--- config.mk ---
export PLATFORM = sky130hd
export DESIGN_NAME = hit_lane_router
export DESIGN_NICKNAME = d
export VERILOG_FILES = /design/src/rtl/hit_router_pkg.sv /design/src/rtl/lane_rr_sel.sv /design/src/rtl/pkt_fifo.sv /design/src/rtl/lane_serializer.sv /design/src/rtl/hit_lane_router.sv
export SDC_FILE = /design/constraint.sdc
export NUM_CORES = 2
export LEC_CHECK = 0
export ABC_CLOCK_PERIOD_IN_PS = 4280
export BUFFER_PORTS_ARGS = -buffer_cell sky130_fd_sc_hd__buf_4
export CORE_MARGIN = 4
export CORE_UTILIZATION = 65
export CTS_BUF_LIST = sky130_fd_sc_hd__clkbuf_8
export DETAILED_ROUTE_END_ITERATION = 12
export GPL_TIMING_DRIVEN = 0
export PLACE_DENSITY = 0.89
export SETUP_SLACK_MARGIN = 0.3
export SLEW_MARGIN = 20
export SYNTH_ARGS = -nofsm -noshare
export SYNTH_HDL_FRONTEND = slang
export SYNTH_SLANG_ARGS = --single-unit
--- constraint.sdc ---
create_clock -name clk_i -period 4.28 [get_ports clk_i]
set_input_delay 0.856 -clock clk_i [delete_from_list [all_inputs] [get_ports clk_i]]
set_output_delay 0.856 -clock clk_i [all_outputs]
set_load 0.01 [all_outputs]
--- src/rtl/hit_router_pkg.sv ---
package hit_router_pkg;
  localparam int SYM_W        = 8;
  localparam int PKT_W        = 48;
  localparam int SYMS_PER_PKT = PKT_W / SYM_W;
  localparam logic [SYM_W-1:0] K_IDLE = 8'hBC;

  typedef logic [SYM_W-1:0] sym_t;
  typedef logic [PKT_W-1:0] pkt_t;
endpackage

--- src/rtl/lane_rr_sel.sv ---
module lane_rr_sel #(
  parameter  int NUM_LANES = 8,
  localparam int LANE_W    = (NUM_LANES > 1) ? $clog2(NUM_LANES) : 1,
  localparam int CNT_W     = $clog2(NUM_LANES + 1)
) (
  input  logic              clk_i,
  input  logic              rst_ni,
  input  logic [CNT_W-1:0]  cnt_i,
  input  logic              accept_i,
  output logic [LANE_W-1:0] sel_o,
  output logic [CNT_W-1:0]  eff_cnt_o
);
  logic [CNT_W-1:0]  eff, prev_q, sel_inc;
  logic [LANE_W-1:0] ptr_q, nxt;
  logic              changed;

  always_comb begin
    if (cnt_i == '0)                        eff = CNT_W'(1);
    else if (cnt_i > CNT_W'(NUM_LANES))     eff = CNT_W'(NUM_LANES);
    else                                    eff = cnt_i;
    changed = (eff != prev_q);
    sel_o   = changed ? '0 : ptr_q;
    sel_inc = CNT_W'(sel_o) + CNT_W'(1);
    nxt     = (sel_inc >= eff) ? '0 : LANE_W'(sel_inc);
  end

  assign eff_cnt_o = eff;

  always_ff @(posedge clk_i or negedge rst_ni) begin
    if (!rst_ni) begin
      ptr_q  <= '0;
      prev_q <= CNT_W'(1);
    end else begin
      prev_q <= eff;
      if (accept_i)     ptr_q <= nxt;
      else if (changed) ptr_q <= '0;
    end
  end

  // pointer always names a lane that was enabled last cycle
  assert_ptr_in_range_R3: assert property (@(posedge clk_i) disable iff (!rst_ni)
    CNT_W'(ptr_q) < prev_q);

  // after a count change with an accept, rotation continues from lane 0
  assert_restart_R4: assert property (@(posedge clk_i) disable iff (!rst_ni)
    (accept_i && changed && eff > CNT_W'(1)) |=> ptr_q == LANE_W'(1));
endmodule

--- src/rtl/pkt_fifo.sv ---
module pkt_fifo #(
  parameter  int WIDTH = 48,
  parameter  int DEPTH = 4,
  localparam int AW    = (DEPTH > 1) ? $clog2(DEPTH) : 1,
  localparam int CW    = $clog2(DEPTH + 1)
) (
  input  logic             clk_i,
  input  logic             rst_ni,
  input  logic             push_i,
  input  logic [WIDTH-1:0] wdata_i,
  input  logic             pop_i,
  output logic [WIDTH-1:0] rdata_o,
  output logic             empty_o,
  output logic [CW-1:0]    count_o
);
  logic [WIDTH-1:0] mem_q [DEPTH];
  logic [AW-1:0]    wr_q, rd_q;
  logic [CW-1:0]    cnt_q;
  logic             full, do_push, do_pop;

  assign full    = (cnt_q == CW'(DEPTH));
  assign empty_o = (cnt_q == '0);
  assign do_push = push_i && !full;
  assign do_pop  = pop_i && !empty_o;
  assign rdata_o = mem_q[rd_q];
  assign count_o = cnt_q;

  always_ff @(posedge clk_i) begin
    if (do_push) mem_q[wr_q] <= wdata_i;
  end

  always_ff @(posedge clk_i or negedge rst_ni) begin
    if (!rst_ni) begin
      wr_q  <= '0;
      rd_q  <= '0;
      cnt_q <= '0;
    end else begin
      if (do_push) wr_q <= (wr_q == AW'(DEPTH - 1)) ? '0 : wr_q + AW'(1);
      if (do_pop)  rd_q <= (rd_q == AW'(DEPTH - 1)) ? '0 : rd_q + AW'(1);
      case ({do_push, do_pop})
        2'b10:   cnt_q <= cnt_q + CW'(1);
        2'b01:   cnt_q <= cnt_q - CW'(1);
        default: cnt_q <= cnt_q;
      endcase
    end
  end

  assert_no_overflow_R8: assert property (@(posedge clk_i) disable iff (!rst_ni)
    push_i |-> !full);

  assert_no_underflow_R8: assert property (@(posedge clk_i) disable iff (!rst_ni)
    pop_i |-> !empty_o);
endmodule

--- src/rtl/lane_serializer.sv ---
module lane_serializer
  import hit_router_pkg::*;
(
  input  logic clk_i,
  input  logic rst_ni,
  input  pkt_t head_i,
  input  logic avail_i,
  input  logic req_i,
  output logic pop_o,
  output sym_t sym_o,
  output logic ctrl_o
);
  localparam int IW = $clog2(SYMS_PER_PKT);
  localparam logic [IW-1:0] LAST = IW'(SYMS_PER_PKT - 1);

  pkt_t          pkt_q;
  logic [IW-1:0] idx_q;
  logic          busy_q;

  function automatic sym_t pick(pkt_t p, logic [IW-1:0] i);
    return p[PKT_W - 1 - SYM_W * int'(i) -: SYM_W];
  endfunction

  // head of buffer is shown directly, so the first symbol costs no extra slot
  always_comb begin
    if (busy_q) begin
      sym_o  = pick(pkt_q, idx_q);
      ctrl_o = 1'b0;
    end else if (avail_i) begin
      sym_o  = pick(head_i, '0);
      ctrl_o = 1'b0;
    end else begin
      sym_o  = K_IDLE;
      ctrl_o = 1'b1;
    end
  end

  assign pop_o = req_i && !busy_q && avail_i;

  always_ff @(posedge clk_i or negedge rst_ni) begin
    if (!rst_ni) begin
      pkt_q  <= '0;
      idx_q  <= '0;
      busy_q <= 1'b0;
    end else if (pop_o) begin
      pkt_q  <= head_i;
      idx_q  <= IW'(1);
      busy_q <= 1'b1;
    end else if (req_i && busy_q) begin
      if (idx_q == LAST) busy_q <= 1'b0;
      else               idx_q  <= idx_q + IW'(1);
    end
  end

  assert_hold_R7: assert property (@(posedge clk_i) disable iff (!rst_ni)
    ((busy_q || avail_i) && !req_i) |=> ($stable(sym_o) && $stable(ctrl_o)));

  assert_no_idle_inside_R5: assert property (@(posedge clk_i) disable iff (!rst_ni)
    busy_q |-> !ctrl_o);

  assert_msb_first_R5: assert property (@(posedge clk_i) disable iff (!rst_ni)
    pop_o |=> (sym_o == $past(head_i[PKT_W-1-SYM_W -: SYM_W])));
endmodule

--- src/rtl/hit_lane_router.sv ---
module hit_lane_router
  import hit_router_pkg::*;
#(
  parameter  int NUM_LANES = 8,
  parameter  int DEPTH     = 4,
  localparam int CNT_W     = $clog2(NUM_LANES + 1)
) (
  input  logic                       clk_i,
  input  logic                       rst_ni,
  input  logic                       pkt_valid_i,
  input  logic [PKT_W-1:0]           pkt_data_i,
  input  logic [CNT_W-1:0]           lane_cnt_i,
  input  logic [NUM_LANES-1:0]       sym_req_i,
  output logic [NUM_LANES*SYM_W-1:0] sym_o,
  output logic [NUM_LANES-1:0]       sym_ctrl_o,
  output logic                       almost_full_o
);
  localparam int LANE_W = (NUM_LANES > 1) ? $clog2(NUM_LANES) : 1;
  localparam int FCW    = $clog2(DEPTH + 1);

  logic [LANE_W-1:0]    sel;
  logic [CNT_W-1:0]     eff_cnt;
  logic [NUM_LANES-1:0] push, near;

  lane_rr_sel #(.NUM_LANES(NUM_LANES)) i_rr (
    .clk_i     (clk_i),
    .rst_ni    (rst_ni),
    .cnt_i     (lane_cnt_i),
    .accept_i  (pkt_valid_i),
    .sel_o     (sel),
    .eff_cnt_o (eff_cnt)
  );

  for (genvar l = 0; l < NUM_LANES; l++) begin : g_lane
    pkt_t           head;
    logic           empty, pop;
    logic [FCW-1:0] fill;

    assign push[l] = pkt_valid_i && (sel == LANE_W'(l));

    pkt_fifo #(.WIDTH(PKT_W), .DEPTH(DEPTH)) i_fifo (
      .clk_i   (clk_i),
      .rst_ni  (rst_ni),
      .push_i  (push[l]),
      .wdata_i (pkt_data_i),
      .pop_i   (pop),
      .rdata_o (head),
      .empty_o (empty),
      .count_o (fill)
    );

    lane_serializer i_ser (
      .clk_i   (clk_i),
      .rst_ni  (rst_ni),
      .head_i  (head),
      .avail_i (!empty),
      .req_i   (sym_req_i[l]),
      .pop_o   (pop),
      .sym_o   (sym_o[l*SYM_W +: SYM_W]),
      .ctrl_o  (sym_ctrl_o[l])
    );

    // one free entry left covers a packet already in flight
    assign near[l] = (CNT_W'(l) < eff_cnt) && (fill >= FCW'(DEPTH - 1));
  end

  assign almost_full_o = |near;

  assert_single_lane_R1: assert property (@(posedge clk_i) disable iff (!rst_ni)
    pkt_valid_i |-> ($countones(push) == 1));

  assert_idle_no_write_R1: assert property (@(posedge clk_i) disable iff (!rst_ni)
    !pkt_valid_i |-> $onehot0(push) && (push == '0));

  assert_enabled_only_R2: assert property (@(posedge clk_i) disable iff (!rst_ni)
    pkt_valid_i |-> (CNT_W'(sel) < eff_cnt));

  assert_af_cause_R9: assert property (@(posedge clk_i) disable iff (!rst_ni)
    $rose(almost_full_o) |-> ($past(pkt_valid_i) || ($past(lane_cnt_i) != lane_cnt_i)));
endmodule

==> reports/metrics.yaml <==
fin_skew_ns: 0.0476
p_per_area_nw_per_um2: 590
cts_buffers: 316
period_share: 0.917
ir_drop_v: 0.000568
hold_path.class: "input pin to register"
drive_gt1_frac: 0.352
stdcell_count: 6167
grt_pass1_wl_mm: 283
core_um2: 120000
die_h_um: 357
drt_wl_total_mm: 192
status: "finished clean"
synth.yosys.seq_area_share: 0.736
crit_arrival_ns: 3.07
max_freq_mhz: 255
drc: 0
ys_warn_count: 0
rows: 127
min_to: "g_lane[3].i_ser.idx_q[2]"
clk_latency_ns: 0.99
grt_setup_unrepaired: "false"
layout.nets: 4451
cts_tree: "yes"
grt_max_degree: 95
min_period_ns: 3.93
worst-endpoint-required_ns: 3.42
cts_sinks: 2015
avgViaCountPerCell: 6.67
drv_slew: 0
io_pins: 136
finalHoldViolations: 0
worstMarginPinSlew_ns: 1.20
dp_cells: 5592
initial_core_util: 0.657
synth_cell_types: 46
final_util: 0.736
fillers: 6096
place_ws_ns: -0.128
drt_iter0_drc: 5963
grt_pass1_vias: 43200
synthFlopType: "edfxtp_1"
slew_headroom: 0.197
syn-cell-area_um2: 79000
avgSynthCellArea_um2: 20.6
r2r_cells: 12
postSynth.asyncResetShare: 0.238
grtUsageTotal: 0.309
maxCapViolCount: 0
ff2ff_setup_slack_ns: 0.56
antenna_found_initial: 14
ctsRootBufferMaster: "clkbuf_8"
areaGrowthSynthToFinish_pct: 12.1
dieArea_um2: 127000
hp-start: "sym_req_i[3]"
worst_slack_ns: 0.353
synth_cells: 3827
r2r_start: "i_rr.prev_q[0]"
port_buffers: 134
hold_depth: 2
worstSetupPathType: "register to output pin"
fin_tns_setup_ns: 0
startpoint_type: "register"
dr.pass1.iters: 8
overflow: 0
p_leak_uw: 0.0315
ys_seq_elements: 2015
synth_edf_count: 1536
clock_path_buffers: 4
cts.htree.levels: 5
vias: 41200
wl_per_cell_um: 31.2
clkTransAtPathRegs_ns: 0.07
regToRegEndpoint: "g_lane[3].i_fifo.count_o[1]"
critPathCaptureType: "output pin"
syn-num-nets: 3979
dpl.hpwl_mm: 112
die_w_um: 357
postCtsSetupRepairBufs: 0
place_congestion: 0.906
drtAntennaViolNets: 0
worstPathMaxFanout: 10
setup_viol: 0
==> cell usage after synthesis, types with 60 or more instances <==
cell type  number  area [um2]
mux4_2        448       10100
ha_1           81        1010
a22oi_1        72         541
mux2_2        464        5230
dfrtp_1       478       12000
nor2_1        100         375
edfxtp_1     1536       46100
nand2_1        70         263
inv_1          73         274
clkbuf_1      120         450
o21ai_0        60         300
==> cell usage in the layout (no fill, tap or decap), types with 12 or more instances in the layout <==
cell,synthesis,routed
a21oi_1,22,21
ha_1,81,81
inv_1,73,192
clkinv_2,0,34
dfrtp_1,478,472
clkbuf_4,0,12
buf_16,0,15
and3_4,0,12
o21ai_0,60,57
buf_2,50,39
edfxtp_1,1536,1536
a22oi_1,72,71
nor2_1,100,100
clkinv_1,0,48
clkbuf_1,120,102
xor2_1,17,17
o22ai_1,50,50
mux2_2,464,464
and2_4,0,20
nand2_1,70,70
mux4_2,448,448
buf_4,8,146
clkbuf_8,0,353
nand3_1,25,25
==> critical path, cell delays in order, from the launching register on <==
cell and delay (ns):
dfrtp_2 0.48, ha_1 0.31, buf_2 0.24, mux4_2 0.34
a22oi_1 0.27, o22ai_1 0.23, buf_4 0.21
==> cells by family (layout without fill, tap and decap cells) <==
family | after synthesis | in the layout | synth area share
buf+inv | 255 | 973 | 0.0133
simple gates | 273 | 273 | 0.0160
mux | 921 | 921 | 0.196
other cells | 0 | 10 | 0
compound gates | 248 | 248 | 0.0217
fa+ha+maj | 89 | 89 | 0.0149
xor+xnor | 26 | 26 | 0.00298
flops | 2015 | 2015 | 0.736
==> layer usage <==
layer  global-route usage  wire length [um]  vias up  share of wire
li1                     -                 -    16400              -
met1                0.421             68100    21500           0.35
met2                0.479             92800     2703           0.48
met3               0.0688             20800      538           0.11
met4                0.161             10500        0          0.055
met5                    0                 0        -              0
==> state kept, by name, indices dropped and copies added, names as in the netlist <==
name / flops
g_lane.i_ser.pkt_q: 384
g_lane.i_fifo.mem_q: 1536
i_rr.ptr_q: 3
g_lane.i_ser.busy_q: 8
g_lane.i_fifo.count_o: 24
i_rr.prev_q: 4
g_lane.i_ser.idx_q: 24
g_lane.i_fifo.wr_q: 16
g_lane.i_fifo.rd_q: 16
==> per-stage QoR <==
| step | power [uW] | instance area (um2) | hold WS (ns) |
|---|---|---|---|
| final | 52300 | 88600 | 0.110 |
| after global routing | 54300 | 88600 | 0.0866 |
| after detailed placement | 37400 | 82600 | 0.490 |
| after floorplan | 32800 | 79000 | 0.475 |
| after CTS | 52300 | 88500 | 0.0318 |
| after global placement | 36500 | 82000 | 0.484 |
==> timing repair <==
item | in CTS | in global routing
endpoints found under the setup margin | 61 | 34
endpoints found under the hold margin | 53 | 0
resized for setup | 36 | 23
hold buffers | 1 | 0
==> power breakdown <==
group / switching, uW / internal, uW
Combinational: 6340 / 6240
Clock: 7290 / 7670
Sequential: 1570 / 23200
==> how the worst max path moves through the flow <==
stage	start	depth (start not counted)	endpoint
after floorplan	lane_cnt_i[3]	9	g_lane[7].i_fifo.mem_q[3][0]
after global placement	rst_ni	1	g_lane[6].i_ser.pkt_q[16]
after detailed placement	lane_cnt_i[3]	13	g_lane[3].i_fifo.count_o[1]
after CTS	g_lane[5].i_ser.idx_q[1]	6	sym_o[42]
after global routing	g_lane[4].i_ser.idx_q[1]	6	sym_o[35]
final	g_lane[4].i_ser.idx_q[1]	6	sym_o[35]
==> area by class of cell <==
| class | instances | area (um2) | share of cell area |
|---|---|---|---|
| Tap cell | 1612 | 2020 | 0.0228 |
| Timing Repair Buffer | 154 | 1520 | 0.0171 |
| Clock buffer | 353 | 4860 | 0.0549 |
| Antenna cell | 10 | 25.0 | 0.000283 |
| Buffer | 181 | 851 | 0.00961 |
| Multi-Input combinational cell | 1557 | 20000 | 0.226 |
| Clock inverter | 211 | 920 | 0.0104 |
| Inverter | 74 | 278 | 0.00314 |
| Sequential cell | 2015 | 58100 | 0.656 |
No activity file was read; power rests on OpenSTA's default activity.
